### src/rtl/tex_res_pkg.sv
package tex_res_pkg;

    localparam int CODE_W = 4;
    localparam int OFS_W  = 16;
    localparam int BASE_W = OFS_W + 5;
    // largest capacity is 512 * 2^(2*max code); one more bit holds its double
    localparam int SZ_W   = 9 + 2 * ((1 << CODE_W) - 1) + 2;

    typedef enum logic [1:0] {
        ST_INVALID = 2'b00,
        ST_VALID   = 2'b01,
        ST_CACHED  = 2'b11
    } res_state_e;

    typedef enum logic [1:0] {
        SEL_OTHER = 2'd0,
        SEL_EVEN  = 2'd1,
        SEL_ODD   = 2'd2,
        SEL_MISC  = 2'd3
    } cfg_sel_e;

    typedef struct packed {
        logic [CODE_W-1:0] wcode;
        logic [CODE_W-1:0] hcode;
        logic [BASE_W-1:0] base;
        logic [SZ_W-1:0]   size;
    } bank_t;

    function automatic logic [SZ_W-1:0] bank_bytes(input logic [CODE_W-1:0] w,
                                                   input logic [CODE_W-1:0] h);
        logic [CODE_W:0] sh;
        sh = {1'b0, w} + {1'b0, h};
        if (w == h && w == CODE_W'(3)) return SZ_W'(32768);
        if (w == h && w == CODE_W'(4)) return SZ_W'(131072);
        if (w == h && w == CODE_W'(5)) return SZ_W'(524288);
        return SZ_W'(512) << sh;
    endfunction

endpackage

### src/rtl/tex_res_size_dec.sv
module tex_res_size_dec
    import tex_res_pkg::*;
(
    input  logic [CODE_W-1:0] wcode,
    input  logic [CODE_W-1:0] hcode,
    output logic [SZ_W-1:0]   capacity
);
    always_comb capacity = bank_bytes(wcode, hcode);
endmodule

### src/rtl/tex_res_fit.sv
module tex_res_fit
    import tex_res_pkg::*;
#(
    parameter int DIM_W = 12
) (
    input  logic [DIM_W-1:0] width,
    input  logic [DIM_W-1:0] height,
    input  logic             mip,
    input  logic             w32,
    input  logic [SZ_W-1:0]  even_cap,
    input  logic [SZ_W-1:0]  odd_cap,
    output logic             fits,
    output logic [SZ_W-1:0]  even_size,
    output logic [SZ_W-1:0]  odd_size
);
    logic [SZ_W-1:0] need;
    logic            odd_used;

    always_comb begin
        need      = (SZ_W'(width) * SZ_W'(height)) << 5;
        odd_used  = mip | w32;
        fits      = (need <= even_cap) && (!odd_used || (need <= odd_cap));
        even_size = mip ? (even_cap << 1) : even_cap;
        if (!odd_used)
            odd_size = '0;
        else if (mip && w32)
            odd_size = odd_cap << 1;
        else
            odd_size = odd_cap;
    end
endmodule

### src/rtl/tex_res_unit.sv
module tex_res_unit
    import tex_res_pkg::*;
(
    input  logic              clk,
    input  logic              rst,
    input  logic              inv_all,
    input  logic              cfg_hit,
    input  cfg_sel_e          cfg_sel,
    input  logic [CODE_W-1:0] cfg_wcode,
    input  logic [CODE_W-1:0] cfg_hcode,
    input  logic [OFS_W-1:0]  cfg_offset,
    input  logic              bind_hit,
    input  logic              bind_fits,
    input  logic [SZ_W-1:0]   bind_even_size,
    input  logic [SZ_W-1:0]   bind_odd_size,
    output bank_t             even_bank,
    output bank_t             odd_bank,
    output res_state_e        state
);
    bank_t loaded;

    always_comb begin
        loaded.wcode = cfg_wcode;
        loaded.hcode = cfg_hcode;
        loaded.base  = BASE_W'(cfg_offset) << 5;
        loaded.size  = '0;
    end

    always_ff @(posedge clk) begin
        if (rst) begin
            state     <= ST_INVALID;
            even_bank <= '0;
            odd_bank  <= '0;
        end else begin
            if (cfg_hit) begin
                state <= ST_INVALID;
                if (cfg_sel == SEL_EVEN) even_bank <= loaded;
                if (cfg_sel == SEL_ODD)  odd_bank  <= loaded;
            end else if (bind_hit && !inv_all) begin
                state          <= bind_fits ? ST_CACHED : ST_VALID;
                even_bank.size <= bind_even_size;
                odd_bank.size  <= bind_odd_size;
            end
            if (inv_all) state <= ST_INVALID;
        end
    end
endmodule

### src/rtl/tex_res_tracker.sv
module tex_res_tracker
    import tex_res_pkg::*;
#(
    parameter int NUM_UNITS = 8,
    parameter int DIM_W     = 12,
    parameter int PARAM_W   = 32,
    localparam int UIDX_W   = $clog2(NUM_UNITS)
) (
    input  logic                 clk,
    input  logic                 rst,
    input  logic                 cfg_valid,
    input  logic [UIDX_W-1:0]    cfg_unit,
    input  logic [1:0]           cfg_sel,
    input  logic [CODE_W-1:0]    cfg_wcode,
    input  logic [CODE_W-1:0]    cfg_hcode,
    input  logic [OFS_W-1:0]     cfg_offset,
    input  logic                 inv_valid,
    input  logic [PARAM_W-1:0]   inv_param,
    input  logic                 bind_valid,
    input  logic [UIDX_W-1:0]    bind_unit,
    input  logic [DIM_W-1:0]     bind_width,
    input  logic [DIM_W-1:0]     bind_height,
    input  logic                 bind_mip,
    input  logic                 bind_w32,
    input  logic [UIDX_W-1:0]    qry_unit,
    output logic [NUM_UNITS-1:0] unit_valid,
    output logic [NUM_UNITS-1:0] unit_cached,
    output logic [BASE_W-1:0]    qry_even_base,
    output logic [SZ_W-1:0]      qry_even_size,
    output logic [BASE_W-1:0]    qry_odd_base,
    output logic [SZ_W-1:0]      qry_odd_size
);
    bank_t      even_q [NUM_UNITS];
    bank_t      odd_q  [NUM_UNITS];
    res_state_e st_q   [NUM_UNITS];

    logic [SZ_W-1:0] even_cap, odd_cap, new_even, new_odd;
    logic            fits;
    logic            param_unused;
    cfg_sel_e        sel;

    assign param_unused = ^inv_param;   // parameter carries no meaning here
    assign sel          = cfg_sel_e'(cfg_sel);

    tex_res_size_dec even_dec_i (
        .wcode(even_q[bind_unit].wcode), .hcode(even_q[bind_unit].hcode), .capacity(even_cap));
    tex_res_size_dec odd_dec_i (
        .wcode(odd_q[bind_unit].wcode), .hcode(odd_q[bind_unit].hcode), .capacity(odd_cap));

    tex_res_fit #(.DIM_W(DIM_W)) fit_i (
        .width(bind_width), .height(bind_height), .mip(bind_mip), .w32(bind_w32),
        .even_cap(even_cap), .odd_cap(odd_cap),
        .fits(fits), .even_size(new_even), .odd_size(new_odd));

    for (genvar u = 0; u < NUM_UNITS; u++) begin : g_unit
        tex_res_unit unit_i (
            .clk(clk), .rst(rst), .inv_all(inv_valid),
            .cfg_hit(cfg_valid && cfg_unit == UIDX_W'(u)), .cfg_sel(sel),
            .cfg_wcode(cfg_wcode), .cfg_hcode(cfg_hcode), .cfg_offset(cfg_offset),
            .bind_hit(bind_valid && bind_unit == UIDX_W'(u)), .bind_fits(fits),
            .bind_even_size(new_even), .bind_odd_size(new_odd),
            .even_bank(even_q[u]), .odd_bank(odd_q[u]), .state(st_q[u]));
        assign unit_valid[u]  = st_q[u] != ST_INVALID;
        assign unit_cached[u] = st_q[u] == ST_CACHED;
    end

    always_comb begin
        qry_even_base = even_q[qry_unit].base;
        qry_even_size = even_q[qry_unit].size;
        qry_odd_base  = odd_q[qry_unit].base;
        qry_odd_size  = odd_q[qry_unit].size;
    end
endmodule

### config.mk
export PLATFORM = sky130hd
export DESIGN_NAME = tex_res_tracker
export DESIGN_NICKNAME = d
export VERILOG_FILES = /design/src/rtl/tex_res_pkg.sv /design/src/rtl/tex_res_size_dec.sv /design/src/rtl/tex_res_fit.sv /design/src/rtl/tex_res_unit.sv /design/src/rtl/tex_res_tracker.sv
export SDC_FILE = /design/constraint.sdc
export NUM_CORES = 2
export LEC_CHECK = 0
export CORE_UTILIZATION = 31
export DETAILED_ROUTE_END_ITERATION = 12
export DONT_BUFFER_PORTS = 1
export GPL_ROUTABILITY_DRIVEN = 1
export SETUP_SLACK_MARGIN = 0.4
export SYNTH_ARGS = -nofsm -noshare
export SYNTH_HDL_FRONTEND = slang
export SYNTH_SLANG_ARGS = --single-unit
### constraint.sdc
create_clock -name clk -period 20.8 [get_ports clk]
set_clock_uncertainty 0.15 [all_clocks]
set_input_delay 5.2 -clock clk [delete_from_list [all_inputs] [get_ports clk]]
set_output_delay 5.2 -clock clk [all_outputs]
set_load 0.005 [all_outputs]
==> reports/qor.csv <==
stage;metric;value;unit
outcome;outcome;finished, final reports clean;
timing;worstMarginPinSlew;1.25;ns
timing;rsz0062_at_grt;false;
final_layout;antenna_cells;0;
setup_path;r2r-end;g_unit[5].unit_i.state[1];
timing;max_freq;80.1;MHz
timing;drv_slew;0;
drt;final_antenna_net_count;0;
drt;wl_per_cell;22.0;um
floorplanning;fp.dieW;385;um
hold_path;hold_start;g_unit[0].unit_i.even_bank[28];
logic_synthesis;synthMuxAreaShare;13.8;%
power_and_ir_drop;p_leak;17.5;nW
logic_synthesis;synth_compound_area_share;15.6;%
timing;hold_viol_final;0;
logic_synthesis;syn_inst;5017;
setup_path;critPathArrivalTime;12.85;ns
global_routing;grt_pass1_wl;223000;um
timing;setup_tns;0;ns
logic_synthesis;synth_area_leaders;dfxtp_1, mux4_2, nand2_1;
setup_path;timing.reg2reg.setup_slack;14.25;ns
power_and_ir_drop;power.density;97.2;nW/um2
placed_design;dp_cells;6583;
final_layout;drive_above_1_share;13.4;%
setup_path;crit_path_frequent_cell;fa_1;
global_routing;grt_max_degree;570;
drt;vias;36771;
logic_synthesis;synthFlopType;dfxtp_1;
clocking;cts.clk_slew.worst_paths;0.07;ns
hold_path;min_to;g_unit[0].unit_i.even_bank[28];
timing;worst_slack;8.32;ns
hold_path;min_path_type;reg -> reg;
drt;routed_wl;148000;um
floorplanning;rows;140;
setup_path;cp-end-kind;flop;
clocking;htreeDepth;3;
logic_synthesis;synth_adder_area_share;7.52;%
logic_synthesis;ys_seq_area_share;40.2;%
final_layout;area_growth_syn_to_layout;9.81;%
placed_design;hpwl;89400;um
job;max_cap_violations;0;
hold_path;min_path_cells;2;
clocking;post_cts.resized_instances;0;
timing;final.period_utilization;60.0;%
setup_path;critPathSlowestCell;a21oi_1;
power_and_ir_drop;vdd_ir_drop_max;0.0909;mV
logic_synthesis;ys_seq_elements;912;
clocking;clock_latency;0.69;ns
timing;maxSlewHeadroom;16.5;%
drt;firstDrtPassIters;6;
power_and_ir_drop;finalPower;4.85;mW
global_routing;grt_pass1_vias;35882;
logic_synthesis;synth_top_area_cell;dfxtp_1;
drt;drc;0;
drt;drt-initial-drc-count;3671;
clocking;cts_buffers;87;
logic_synthesis;async_flop_share;0;%
logic_synthesis;synth_edf_count;0;
floorplanning;core-area;146000;um2
setup_path;reg2reg_from;g_unit[7].unit_i.even_bank[68];
setup_path;cp_max_fo;12;
logic_synthesis;ys_warn_count;0;
global_routing;grt.total_usage;19.6;%
global_routing;antenna_found_initial;2;
clocking;cts-root-buf;clkbuf_16;
placed_design;pre_cts_ws;7.80;ns
clocking;cts_sinks;912;
floorplanning;die_h;385;um
clocking;cts_tree;done;
placed_design;routabilityCongestion;0.929;
global_routing;overflow;0;
logic_synthesis;synth_xor_area_share;0.559;%
setup_path;start_kind;input port;
final_layout;fillers;14813;
clocking;cts_buffer_depth;3;
clocking;post_cts_buffers;0;
timing;fin_crit;12.48;ns
setup_path;rr_worst_depth;16;
floorplanning;die_area;148000;um2
setup_path;crit_type;in -> reg;
floorplanning;ios;238;
drt;avgViaCountPerCell;5.45;
logic_synthesis;synth_area;45400;um2
logic_synthesis;syn_avg_cell_area;9.06;um2
final_layout;multi_input_area;25000;um2
floorplanning;start_util;31.2;%
final_layout;utilization;34.3;%
final_layout;nNetsFinal;5065;
placed_design;place.port_buffers;0;
logic_synthesis;yosys.area_share.simple;16.9;%
setup_path;required;21.17;ns
logic_synthesis;synth_cell_types;88;
logic_synthesis;synth_top_area_share;40.2;%
logic_synthesis;synth_top_family_by_area;simple AND/OR/NAND/NOR gates;
clocking;holdBufCountCts;0;
final_layout;seqCellArea;18300;um2
setup_path;worst_path_largest_cell_delay;0.97;ns
final_layout;final_cells;6743;
timing;setup_viol;0;
## power by group
part           switching, mW  internal [mW]
combinational          0.841          0.559
sequential           0.00366           1.75
clock                  0.721          0.972
## logic make-up after synthesis
| kind of cell | after synthesis |
|---|---|
| simple gates | 1790 |
| compound gates | 1124 |
| flops | 912 |
| buf+inv | 612 |
| mux | 337 |
| fa+ha+maj | 212 |
| xor+xnor | 29 |
| other cells | 1 |
## registers in the layout, summed over array words and instances, names as in the netlist
name,cells
g_unit.unit_i.state,16
g_unit.unit_i.odd_bank,448
g_unit.unit_i.even_bank,448
## metal layers
| metal | GRT usage [%] | vias up | wire length [um] |
|---|---|---|---|
| met5 | 0 | - | 27 |
| met4 | 6.17 | 4 | 4410 |
| met3 | 4.94 | 229 | 14200 |
| met2 | 31.2 | 1424 | 67700 |
| met1 | 25.9 | 18230 | 61700 |
| li1 | - | 16884 | - |
## worst max path at each step
stage          cells after the start          start                   endpoint  slack (ns)
6_report                          26  bind_width[3]  g_unit[5].unit_i.state[1]        8.32
4_1_cts                           26  bind_width[3]  g_unit[6].unit_i.state[1]        8.51
3_3_place_gp                      26  bind_width[3]  g_unit[1].unit_i.state[1]        7.78
2_1_floorplan                      5    qry_unit[0]           qry_odd_base[11]        8.26
3_5_place_dp                      26  bind_width[3]  g_unit[7].unit_i.state[1]        7.80
5_1_grt                           26  bind_width[3]  g_unit[4].unit_i.state[1]        8.08
## worst max-delay path: cells and delay by family
kind	cells	cell delay [ns]
adders and majority gates	7	3.26
and+or+nand+nor	7	1.48
AOI/OAI and AO/OA	8	2.69
buffers and inverters	4	0.20
## final cells by class
class	count	share of cell area, %
Clock buffer	123	5.12
Clock inverter	37	0.960
Timing Repair Buffer	82	1.23
Tap cell	1917	4.81
Sequential cell	912	36.6
Inverter	152	1.14
Multi-Input combinational cell	3520	50.2
## metrics by stage
step	hold WS [ns]	area [um2]
3_3_place_gp	0.279	46900
6_report	0.301	49900
2_1_floorplan	0.270	45500
4_1_cts	0.301	49900
3_5_place_dp	0.288	46900
5_1_grt	0.317	49900
## synth_stat cells (7+ instances only)
cell,instances
a211oi_1,9
a21o_1,24
a21oi_1,503
a22o_1,138
a22oi_1,20
a31oi_1,8
a32o_1,24
a32oi_1,10
and2_1,77
buf_1,35
buf_2,14
buf_4,29
buf_6,10
clkbuf_1,372
dfxtp_1,912
fa_1,102
ha_1,110
inv_1,150
mux2_2,107
mux2i_1,8
mux4_2,219
nand2_1,1130
nand2b_1,8
nand3_1,255
nand3b_1,10
nand4_1,16
nor2_1,176
nor3_1,48
nor4_1,7
o211ai_1,18
o21a_1,96
o21ai_0,191
o21ai_1,10
o22ai_1,7
o311ai_0,8
o31ai_1,17
or2_2,11
xnor2_1,20
xor2_1,9
## placed cells by master, fill, tap and decap left out, types with 9 or more instances in the layout
master,n
nand2_1,1129
dfxtp_1,912
a21oi_1,503
nand3_1,255
mux4_2,219
o21ai_0,191
nor2_1,152
inv_1,150
a22o_1,138
ha_1,110
mux2_2,107
fa_1,102
o21a_1,96
clkbuf_16,88
buf_4,82
and2_1,77
conb_1,28
nor3_2,26
nor3_1,25
a21o_1,24
a32o_1,24
clkbuf_8,22
nor2_2,21
a22oi_1,20
xnor2_1,20
clkinv_2,19
o211ai_1,18
o31ai_1,17
nand4_1,16
clkbuf_1,13
or2_2,11
o21ai_1,10
a32oi_1,10
nand3b_1,10
xor2_1,9
a211oi_1,9
bufinv_16,9
No activity file was read; power rests on OpenSTA's default activity.
